$ cat config.mk
export PLATFORM = sky130hd
export DESIGN_NAME = mcc_cmd_ctrl
export DESIGN_NICKNAME = d
export VERILOG_FILES = /design/src/rtl/mcc_pkg.sv /design/src/rtl/mcc_clkgen.sv /design/src/rtl/mcc_cmd_tx.sv /design/src/rtl/mcc_cmd_rx.sv /design/src/rtl/mcc_cmd_ctrl.sv
export SDC_FILE = /design/constraint.sdc
export NUM_CORES = 1
export LEC_CHECK = 0
export BUFFER_PORTS_ARGS = -buffer_cell sky130_fd_sc_hd__clkbuf_2
export CORE_UTILIZATION = 56
export DETAILED_ROUTE_END_ITERATION = 8
export GPL_TIMING_DRIVEN = 0
export PLACE_DENSITY = 0.79
export REMOVE_ABC_BUFFERS = 1
export SLEW_MARGIN = 10
export SYNTH_ARGS = -nofsm -noshare
export SYNTH_HDL_FRONTEND = slang
export SYNTH_SLANG_ARGS = --single-unit
$ cat constraint.sdc
create_clock -name clk -period 3.7 [get_ports clk]
set_input_delay 1.11 -clock clk [delete_from_list [all_inputs] [get_ports clk]]
set_output_delay 1.11 -clock clk [all_outputs]
set_load 0.02 [all_outputs]
$ cat src/rtl/mcc_pkg.sv
package mcc_pkg;

    localparam int WORD_W      = 32;
    localparam int ADDR_W      = 3;
    localparam int FRAME_BYTES = 6;
    localparam int SHORT_RESP  = 6;
    localparam int LONG_RESP   = 17;

    // enable / pending bit positions
    localparam int EN_CTX  = 0;
    localparam int EN_CRX  = 1;
    localparam int EN_DTX  = 2;
    localparam int EN_DRX  = 3;
    localparam int EN_LONG = 4;
    localparam int EN_W    = 5;

    typedef enum logic [ADDR_W-1:0] {
        A_ENABLE  = 3'd0,
        A_PENDING = 3'd1,
        A_START   = 3'd2,
        A_CMD     = 3'd3,
        A_DIV     = 3'd4
    } reg_addr_e;

    typedef struct packed {
        logic drx;
        logic dtx;
        logic crx;
        logic ctx;
    } pend_t;

    // head byte of a frame carries the 01 header above the index
    function automatic logic [7:0] frame_byte(input logic [7:0] b, input logic head);
        return head ? {2'b01, b[5:0]} : b;
    endfunction

endpackage

$ cat src/rtl/mcc_clkgen.sv
module mcc_clkgen #(
    parameter int DIV_W = 8
) (
    input  logic             clk,
    input  logic             rst,
    input  logic [DIV_W-1:0] div,
    output logic             rise_tick,
    output logic             fall_tick,
    output logic             card_clk
);
    logic [DIV_W-1:0] ratio;
    logic [DIV_W-1:0] half;
    logic [DIV_W-1:0] cnt;
    logic             armed;

    always_comb begin
        ratio     = (div < DIV_W'(2)) ? DIV_W'(2) : div;
        half      = ratio >> 1;
        rise_tick = (cnt == half - 1'b1);
        fall_tick = (cnt >= ratio - 1'b1);
    end

    always_ff @(posedge clk) begin
        if (rst) begin
            cnt      <= '0;
            card_clk <= 1'b0;
            armed    <= 1'b0;
        end else begin
            armed <= 1'b1;
            cnt   <= fall_tick ? '0 : cnt + 1'b1;
            if (fall_tick)      card_clk <= 1'b0;
            else if (rise_tick) card_clk <= 1'b1;
        end
    end

    // with a ratio of at least two the edges never coincide
    p_ticks_apart_r3: assert property (@(posedge clk) disable iff (rst || !armed)
        rise_tick |-> !fall_tick);

endmodule

$ cat src/rtl/mcc_cmd_tx.sv
module mcc_cmd_tx
    import mcc_pkg::*;
(
    input  logic       clk,
    input  logic       rst,
    input  logic       go,
    input  logic [7:0] byte_in,
    input  logic       fall_tick,
    output logic       busy,
    output logic       done,
    output logic       cmd_out,
    output logic       cmd_oe
);
    localparam int PTR_W = $clog2(FRAME_BYTES);

    logic [7:0]       shreg;
    logic [3:0]       nbits;
    logic [PTR_W-1:0] pos;
    logic             armed;

    always_ff @(posedge clk) begin
        if (rst) begin
            busy    <= 1'b0;
            done    <= 1'b0;
            shreg   <= '0;
            nbits   <= '0;
            pos     <= '0;
            cmd_out <= 1'b1;
            cmd_oe  <= 1'b0;
            armed   <= 1'b0;
        end else begin
            armed <= 1'b1;
            done  <= 1'b0;
            if (go) begin
                busy  <= 1'b1;
                shreg <= frame_byte(byte_in, pos == '0);
                nbits <= '0;
            end else if (busy && fall_tick) begin
                if (nbits != 4'd8) begin
                    cmd_out <= shreg[7];
                    cmd_oe  <= 1'b1;
                    shreg   <= {shreg[6:0], 1'b0};
                    nbits   <= nbits + 1'b1;
                end else begin
                    busy    <= 1'b0;
                    cmd_oe  <= 1'b0;
                    cmd_out <= 1'b1;
                    done    <= 1'b1;
                    pos     <= (pos == PTR_W'(FRAME_BYTES - 1)) ? '0 : pos + 1'b1;
                end
            end
        end
    end

    // the line holds its value between falling card edges
    p_line_holds_r4: assert property (@(posedge clk) disable iff (rst || !armed)
        (busy && !fall_tick && !go) |=> $stable(cmd_out));

endmodule

$ cat src/rtl/mcc_cmd_rx.sv
module mcc_cmd_rx
    import mcc_pkg::*;
(
    input  logic       clk,
    input  logic       rst,
    input  logic       enable,
    input  logic       long_mode,
    input  logic       rise_tick,
    input  logic       cmd_in,
    output logic [7:0] byte_out,
    output logic       byte_valid
);
    localparam int CNT_W = $clog2(LONG_RESP);

    logic             active;
    logic [7:0]       shreg;
    logic [2:0]       nbits;
    logic [CNT_W-1:0] nbytes;
    logic [CNT_W-1:0] last;
    logic             armed;

    assign last = long_mode ? CNT_W'(LONG_RESP - 1) : CNT_W'(SHORT_RESP - 1);

    always_ff @(posedge clk) begin
        if (rst) begin
            active     <= 1'b0;
            shreg      <= '0;
            nbits      <= '0;
            nbytes     <= '0;
            byte_out   <= '0;
            byte_valid <= 1'b0;
            armed      <= 1'b0;
        end else begin
            armed      <= 1'b1;
            byte_valid <= 1'b0;
            if (!enable) begin
                active <= 1'b0;
                nbits  <= '0;
                nbytes <= '0;
            end else if (rise_tick) begin
                if (!active) begin
                    if (!cmd_in) begin
                        active <= 1'b1;
                        shreg  <= '0;
                        nbits  <= 3'd1;
                    end
                end else begin
                    shreg <= {shreg[6:0], cmd_in};
                    nbits <= nbits + 1'b1;
                    if (nbits == 3'd7) begin
                        byte_out   <= {shreg[6:0], cmd_in};
                        byte_valid <= 1'b1;
                        if (nbytes == last) begin
                            active <= 1'b0;
                            nbytes <= '0;
                        end else begin
                            nbytes <= nbytes + 1'b1;
                        end
                    end
                end
            end
        end
    end

    // a completed byte always follows a rising card edge
    p_byte_on_rise_r7: assert property (@(posedge clk) disable iff (rst || !armed)
        byte_valid |-> $past(rise_tick));

endmodule

$ cat src/rtl/mcc_cmd_ctrl.sv
module mcc_cmd_ctrl
    import mcc_pkg::*;
#(
    parameter int DIV_W = 8
) (
    input  logic              clk,
    input  logic              rst,
    input  logic              reg_we,
    input  logic [ADDR_W-1:0] reg_addr,
    input  logic [WORD_W-1:0] reg_wdata,
    output logic [WORD_W-1:0] reg_rdata,
    output logic              irq,
    output logic              card_clk,
    output logic              cmd_out,
    output logic              cmd_oe,
    input  logic              cmd_in
);
    logic [EN_W-1:0]  en_q;
    logic [DIV_W-1:0] div_q;
    logic [7:0]       hold_q;
    logic             pend_tx;
    logic             pend_rx;
    pend_t            pend;
    logic             rise_tick, fall_tick;
    logic             tx_busy, tx_done, tx_go;
    logic [7:0]       rx_byte;
    logic             rx_valid;
    logic             wr_en, wr_pend, wr_start, wr_cmd, wr_div;
    logic             armed;

    always_comb begin
        wr_en    = reg_we && (reg_addr_e'(reg_addr) == A_ENABLE);
        wr_pend  = reg_we && (reg_addr_e'(reg_addr) == A_PENDING);
        wr_start = reg_we && (reg_addr_e'(reg_addr) == A_START);
        wr_cmd   = reg_we && (reg_addr_e'(reg_addr) == A_CMD);
        wr_div   = reg_we && (reg_addr_e'(reg_addr) == A_DIV);
        tx_go    = wr_start && reg_wdata[0] && en_q[EN_CTX] && !tx_busy;
    end

    mcc_clkgen #(.DIV_W(DIV_W)) u_clk (
        .clk       (clk),
        .rst       (rst),
        .div       (div_q),
        .rise_tick (rise_tick),
        .fall_tick (fall_tick),
        .card_clk  (card_clk)
    );

    mcc_cmd_tx u_tx (
        .clk       (clk),
        .rst       (rst),
        .go        (tx_go),
        .byte_in   (hold_q),
        .fall_tick (fall_tick),
        .busy      (tx_busy),
        .done      (tx_done),
        .cmd_out   (cmd_out),
        .cmd_oe    (cmd_oe)
    );

    mcc_cmd_rx u_rx (
        .clk        (clk),
        .rst        (rst),
        .enable     (en_q[EN_CRX]),
        .long_mode  (en_q[EN_LONG]),
        .rise_tick  (rise_tick),
        .cmd_in     (cmd_in),
        .byte_out   (rx_byte),
        .byte_valid (rx_valid)
    );

    always_ff @(posedge clk) begin
        if (rst) begin
            en_q    <= '0;
            div_q   <= '0;
            hold_q  <= '0;
            pend_tx <= 1'b0;
            pend_rx <= 1'b0;
            armed   <= 1'b0;
        end else begin
            armed <= 1'b1;
            if (wr_en)  en_q   <= reg_wdata[EN_W-1:0];
            if (wr_div) div_q  <= reg_wdata[DIV_W-1:0];
            if (wr_cmd) hold_q <= reg_wdata[7:0];
            if (tx_go)        pend_tx <= 1'b0;
            else if (tx_done) pend_tx <= 1'b1;
            if (rx_valid)                         pend_rx <= 1'b1;
            else if (wr_pend && reg_wdata[EN_CRX]) pend_rx <= 1'b0;
        end
    end

    always_comb begin
        pend = '{drx: 1'b0, dtx: 1'b0, crx: pend_rx, ctx: pend_tx};
        irq  = |(pend & en_q[3:0]);
        case (reg_addr_e'(reg_addr))
            A_ENABLE:  reg_rdata = WORD_W'(en_q);
            A_PENDING: reg_rdata = WORD_W'(pend);
            A_CMD:     reg_rdata = WORD_W'(rx_byte);
            A_DIV:     reg_rdata = WORD_W'(div_q);
            default:   reg_rdata = '0;
        endcase
    end

    // clearing receive pending takes effect unless a byte lands
    p_rx_clear_r9: assert property (@(posedge clk) disable iff (rst || !armed)
        (wr_pend && reg_wdata[EN_CRX] && !rx_valid) |=> !pend_rx);

    // transmit pending is only ever seen with the shifter idle
    p_txpend_idle_r6: assert property (@(posedge clk) disable iff (rst || !armed)
        pend_tx |-> !tx_busy);

    // no interrupt without some enable bit
    p_irq_gated_r11: assert property (@(posedge clk) disable iff (rst || !armed)
        irq |-> (en_q[3:0] != 4'd0));

endmodule

==> results.ini, run 1 <==
[run_status]
status=completed

[clock_network]
clk_transition_reported_paths_ns=0.08
clk_path_buf_depth=2
tritoncts=yes
worst_skew_pair.late_latency_ns=0.35
cts.repair_timing.setup_buffer_count=0
clock-root-buffer=sky130_fd_sc_hd__clkbuf_8
numClockSinks=76
cts-hold-fix-buffers=0
htreeDepth=3
cts_inserted_buffers=9

[synth]
yosys_most_used_dff=sky130_fd_sc_hd__dfxtp_1
ys_seq_elements=76
avgSynthCellArea_sq_um=8.20
asyncSetResetFlopFracSynth_pct=0
postSynthCellCount=507
sequential_fraction_of_the_synthesis_area_pct=36.6
yosysUniqueCellTypes=65
synth_edf_count=0
synthesis.yosys.warnings=0
netlist_area_sq_um=4160

[finish]
syn2layout_area_growth_pct=7.53
insertedDiodeCount=0
final.fill_count=650
design_area_sq_um=4470
post_route_cells_drive_above_1_share_pct=14.0
layout.nets=565

[setup_path]
critPathMaxFanout=15
worstSetupPathType=reg -> reg
critical_path.top_delay_family=compound AO/OA/AOI/OAI gates
critical_path.endpoint_type=register
critical_path.cell_chain=nor3_4 > a21o_1 > inv_1 > ha_1 > nor3b_4 > o21a_1 > nand2_1 > xor2_1 > ha_1 > a211oi_1 > nand2_1 > a31o_2 > a21o_1 > o21ba_2
worstPathRequired_ns=4.00
critPathArrivalTime_ns=3.81
max_stage_delay_ns=0.47
critPathSlowestCell=sky130_fd_sc_hd__dfxtp_2
launching_element_type_of_the_critical_path=register
crit_buf_inv=1

[routing]
route.detailed.wl_per_inst_microns=15.0
routed_wl_mm=9.21
routed_via_density=5.83
detailroute.via_count=3585
drtPass1Iterations=5
detailedRoute.firstIterationViolations=256
route.detailed.drc=0
antenna_viol_nets_final=0

[place]
postPlaceCellArea_sq_um=4190
place.gp.congestion=0.902
dp_hpwl_mm=6.32
buffer_ports.inserted=26

[sta]
worst_slew_margin_rel_pct=39.0
post-route-min-period_ns=3.51
grt_setup_unrepaired=false
setup-violations-final=0
worst_clock_skew_ns=0.0121
slew_violations=0
final.setup.tns_ns=0
period_share_pct=95.0
worst_hold_slack_ns=0.454
max_slew.worst_pin.slew_ns=0.910
maxClockFrequency_mhz=285
hold_viol=0

[grt]
grt_start_max_net_pins=43
grt_antenna_before_repair=0
number_of_global_route_vias_before_repair=3181
global_route.overflow_total=0
first_pass_grt_wire_length_mm=14.5
groute.usage.overall_pct=23.6

[die]
floorplan.initialDensity_pct=57.6
die_y_microns=88.1
num_io_pins=75
die_footprint_sq_um=7770
die_w_microns=88.1
area_of_the_core_sq_um=7210
placement_rows=31

[job]
max_cap_viol_count=0

[hold_path]
hold_class=reg -> reg

[pwr]
irDropWorstVdd_v=0.000226
power.density_cell_area_nw_per_um2=429
power.static_leakage_nw=1.64

[cell usage after synthesis (6+ instances only)]
library cell	number	area share, %
sky130_fd_sc_hd__nand2_1	68	6.1
sky130_fd_sc_hd__a21oi_1	33	4.0
sky130_fd_sc_hd__and3_1	6	0.90
sky130_fd_sc_hd__nand3_1	20	2.4
sky130_fd_sc_hd__xor2_1	7	1.5
sky130_fd_sc_hd__o21bai_1	6	1.1
sky130_fd_sc_hd__ha_1	15	4.5
sky130_fd_sc_hd__dfxtp_1	76	37
sky130_fd_sc_hd__inv_1	12	1.1
sky130_fd_sc_hd__nor4_1	12	1.8
sky130_fd_sc_hd__a31o_1	6	1.3
sky130_fd_sc_hd__buf_4	25	4.5
sky130_fd_sc_hd__mux2i_1	10	2.4
sky130_fd_sc_hd__o21ai_0	21	2.5
sky130_fd_sc_hd__nor2_1	41	3.7
sky130_fd_sc_hd__clkbuf_1	24	2.2
sky130_fd_sc_hd__nor3_1	9	1.1
sky130_fd_sc_hd__nor2b_1	7	1.1
sky130_fd_sc_hd__xnor2_1	10	2.1
[power breakdown]
part,leakage (nW),internal (W),switching (W)
clock,0.0955,0.000335,0.000320
combinational,0.925,0.000127,0.000267
sequential,0.617,0.000836,0.0000305
[cell usage in the layout, fill, tap and decap left out, types with 3 or more instances in the layout]
master / n
sky130_fd_sc_hd__nor3_1: 8
sky130_fd_sc_hd__nand3_1: 19
sky130_fd_sc_hd__nor4_1: 11
sky130_fd_sc_hd__a31o_1: 6
sky130_fd_sc_hd__a21oi_1: 33
sky130_fd_sc_hd__nor2_1: 41
sky130_fd_sc_hd__clkinvlp_4: 3
sky130_fd_sc_hd__o21ai_0: 21
sky130_fd_sc_hd__mux2i_1: 10
sky130_fd_sc_hd__inv_1: 12
sky130_fd_sc_hd__dfxtp_1: 69
sky130_fd_sc_hd__nand4_1: 4
sky130_fd_sc_hd__mux2_2: 3
sky130_fd_sc_hd__nand2_1: 68
sky130_fd_sc_hd__ha_1: 15
sky130_fd_sc_hd__dfxtp_2: 5
sky130_fd_sc_hd__a22o_1: 4
sky130_fd_sc_hd__a211oi_1: 5
sky130_fd_sc_hd__o2bb2ai_1: 3
sky130_fd_sc_hd__xnor2_1: 10
sky130_fd_sc_hd__a32o_1: 4
sky130_fd_sc_hd__or4_1: 3
sky130_fd_sc_hd__or3_1: 4
sky130_fd_sc_hd__o21ai_1: 3
sky130_fd_sc_hd__clkbuf_8: 10
sky130_fd_sc_hd__xor2_1: 7
sky130_fd_sc_hd__nor2b_1: 7
sky130_fd_sc_hd__a21o_1: 3
sky130_fd_sc_hd__a311oi_1: 5
sky130_fd_sc_hd__a31oi_1: 4
sky130_fd_sc_hd__o31ai_1: 5
sky130_fd_sc_hd__and3_1: 5
sky130_fd_sc_hd__o21bai_1: 6
sky130_fd_sc_hd__and2_1: 3
sky130_fd_sc_hd__conb_1: 24
sky130_fd_sc_hd__clkbuf_2: 26
[path summary, 6_finish.rpt]
kind,from,to,slack (ns),cells after the start
hold reg to reg,u_tx.done,pend_tx,0.45,2
setup / recovery,div_q[3],u_clk.card_clk,0.19,14
hold / removal,u_tx.done,pend_tx,0.45,2
setup reg to reg,div_q[3],u_clk.card_clk,0.19,14
[through the flow]
step           utilization, %  cells  worst slack [ns]  power [W]
2_1_floorplan               -    473             0.161    0.00114
5_1_grt                  61.9    615           0.00751    0.00201
3_5_place_dp             58.1    598            -0.287    0.00125
6_report                 61.9    615             0.186    0.00192
3_3_place_gp             57.9    598            -0.511    0.00123
4_1_cts                  61.2    614           0.00845    0.00190
[cell families (layout without fill, tap and decap cells)]
family,after synthesis,in the layout,share of synthesized area [%]
AO/OA/AOI/OAI,117,118,18.9
XOR/XNOR,17,17,3.58
adder cells (fa/ha/maj),15,15,4.52
buffers and inverters,70,55,8.76
flip-flops,76,76,36.6
multiplexers,14,14,3.58
other,1,24,0.0902
AND/OR/NAND/NOR,197,197,23.9
[area by class of cell]
cell class	count	area, sq um	area share [%]
clock inverter	6	70.1	1.57
tap	99	124	2.77
inverter	13	48.8	1.09
sequential	76	1540	34.4
timing repair buffer	26	130	2.91
clock buffer	10	138	3.08
multi-input combinational	385	2420	54.2
[per-layer routing]
metal	vias to the layer above	routed length [microns]	track usage, %
met4	0	189	8.50
met1	1695	4030	29.1
li1	1773	-	-
met5	-	0	0
met2	97	4590	40.5
met3	20	401	5.00
[tightest hold or removal path, delay by kind of cell, from the launching register on]
kind	cells	cell delay, ns
flip-flops	1	0.31
AND/OR/NAND/NOR	2	0.11
[state kept, by name, summed over array words and instances (netlist names), 3 cells and up]
name           cells
div_q              8
hold_q             8
u_clk.cnt          8
u_rx.byte_out      8
u_tx.shreg         8
u_rx.shreg         7
en_q               5
u_rx.nbytes        5
u_tx.nbits         4
u_rx.nbits         3
u_tx.pos           3
[what timing repair did]
action,CTS,global route
gates cloned,0,1
gates resized for setup,4,13
setup endpoints to repair,17,34
pin swaps,0,1
Power figures use the tool's default switching activity.
==> run 2: changes to the inputs <==
--- a/config.mk
+++ b/config.mk
@@ -6,6 +6,8 @@
 export NUM_CORES = 1
 export LEC_CHECK = 0
 export BUFFER_PORTS_ARGS = -buffer_cell sky130_fd_sc_hd__clkbuf_2
+export CORE_ASPECT_RATIO = 1.5
+export CORE_MARGIN = 2
 export CORE_UTILIZATION = 56
 export DETAILED_ROUTE_END_ITERATION = 8
 export GPL_TIMING_DRIVEN = 0
==> results.ini, run 2 (synthesis results as in run 1) <==
[die]
area_of_the_core_sq_um=7230
placement_rows=38
die_w_microns=74.3
die_footprint_sq_um=8140
die_y_microns=110
num_io_pins=75
floorplan.initialDensity_pct=57.5

[routing]
drtPass1Iterations=4
routed_wl_mm=9.12
route.detailed.wl_per_inst_microns=14.8
route.detailed.drc=0
routed_via_density=5.70
detailedRoute.firstIterationViolations=197
detailroute.via_count=3519
antenna_viol_nets_final=0

[setup_path]
critical_path.endpoint_type=register
worstPathRequired_ns=4.01
endpoint=u_clk.card_clk
critPathMaxFanout=15
critPathSlowestCell=sky130_fd_sc_hd__dfxtp_4
crit_reg_reg_startpoint=div_q[4]
worstSetupPathType=reg -> reg
max_stage_delay_ns=0.41
critical_path.cell_chain=nor4_2 > a21o_1 > inv_1 > ha_1 > nor3b_4 > o21a_1 > nand2_1 > xor2_1 > ha_1 > a211oi_1 > nand2_1 > a31o_2 > a21o_1 > o21ba_2
critPathArrivalTime_ns=3.72
launching_element_type_of_the_critical_path=register
worst-r2r-setup-slack_ns=0.29
crit_start=div_q[4]
timing.rr.end=u_clk.card_clk
reg2regPathDepth=14

[hold_path]
hold_class=reg -> reg

[place]
postPlaceCellArea_sq_um=4200
dp_hpwl_mm=6.45
place.gp.congestion=0.856
buffer_ports.inserted=26

[sta]
period_share_pct=92.1
grt_setup_unrepaired=false
final.setup.tns_ns=0
hold_viol=0
maxClockFrequency_mhz=293
setup-violations-final=0
worst_clock_skew_ns=0.0159
worst_slew_margin_rel_pct=21.3
slew_violations=0
max_slew.worst_pin.slew_ns=1.17
post-route-min-period_ns=3.41

[clock_network]
cts-hold-fix-buffers=0
tritoncts=yes
clock-root-buffer=sky130_fd_sc_hd__clkbuf_8
clk_transition_reported_paths_ns=0.09
clk_path_buf_depth=2
numClockSinks=76
htreeDepth=3
worst_skew_pair.late_latency_ns=0.37
cts_inserted_buffers=9

[grt]
first_pass_grt_wire_length_mm=14.6
number_of_global_route_vias_before_repair=3257
grt_start_max_net_pins=43
global_route.overflow_total=0
groute.usage.overall_pct=23.3
grt_antenna_before_repair=0

[pwr]
total_power_w=0.00188
irDropWorstVdd_v=0.000279
power.static_leakage_nw=1.65
power.density_cell_area_nw_per_um2=422

[finish]
mostFrequentLayoutCell=sky130_fd_sc_hd__dfxtp_1
syn2layout_area_growth_pct=7.35
insertedDiodeCount=0
final.fill_count=667
layout.cells.most_common_list=69 x sky130_fd_sc_hd__dfxtp_1, 68 x sky130_fd_sc_hd__nand2_1, 41 x sky130_fd_sc_hd__nor2_1
post_route_cells_drive_above_1_share_pct=13.7
layout.nets=567
design_area_sq_um=4460

[job]
max_cap_viol_count=0

[run_status]
status=completed

run 2: changes by cell type in the layout (fill, tap and decap cells not counted), sizes merged:
| cell | before | now |
|---|---|---|
| clkinv | 1 | 4 |
| buf | 0 | 2 |
| clkinvlp | 3 | 1 |
| clkbuf | 36 | 35 |
| inv | 14 | 13 |
run 2: timing repair:
item,CTS,global route
gates cloned,1,0
endpoints found under the hold margin,0,0
buffers inserted,0,1
resized for setup,4,12
setup endpoints to repair,17,24
pin swaps,0,0
run 2: per-stage QoR:
step | hold slack, ns | setup slack [ns] | cells | utilization, %
final | 0.459 | 0.291 | 617 | 61.7
after floorplan | 0.411 | 0.161 | 473 | -
after CTS | 0.461 | 0.0521 | 616 | 61.1
after global placement | 0.428 | -0.550 | 599 | 57.9
after detailed placement | 0.436 | -0.314 | 600 | 58.1
after global routing | 0.479 | 0.00614 | 617 | 61.7
run 2: area by class of cell:
cell class | instances | area (sq um) | share of cell area (%)
Multi-Input combinational cell | 385 | 2410 | 54.1
Sequential cell | 76 | 1540 | 34.5
Timing Repair Buffer | 28 | 145 | 3.25
Tap cell | 100 | 125 | 2.81
Clock buffer | 9 | 124 | 2.78
Clock inverter | 6 | 65.1 | 1.46
Inverter | 13 | 48.8 | 1.09
run 2: where the power goes:
part           switching, W  internal [W]
Clock              0.000314      0.000308
Sequential        0.0000295      0.000835
Combinational      0.000265      0.000129
run 2: critical path, delay by kind of cell, from the launching register on:
family / cells / cell delay [ns]
and+or+nand+nor: 4 / 0.74
AOI/OAI and AO/OA: 6 / 1.45
buffers and inverters: 1 / 0.05
adders and majority gates: 2 / 0.52
xor gates and xnor gates: 1 / 0.15
DFF: 1 / 0.41
run 2: how the worst min path moves through the flow:
stage,start,endpoint,slack (ns),depth (start not counted)
global placement,u_tx.done,pend_tx,0.43,2
global route,hold_q[4],hold_q[4],0.48,2
detailed placement,u_tx.done,pend_tx,0.44,2
finish,u_tx.done,pend_tx,0.46,2
CTS,hold_q[4],hold_q[4],0.46,2
floorplan,u_tx.done,pend_tx,0.41,2
run 2: metal layers:
layer / share of wire, % / up-vias / track usage (%)
li1: - / 1772 / -
met1: 41 / 1659 / 27.0
met2: 52 / 72 / 40.0
met3: 4.4 / 16 / 5.41
met4: 2.2 / 0 / 10.7
met5: 0 / - / 0
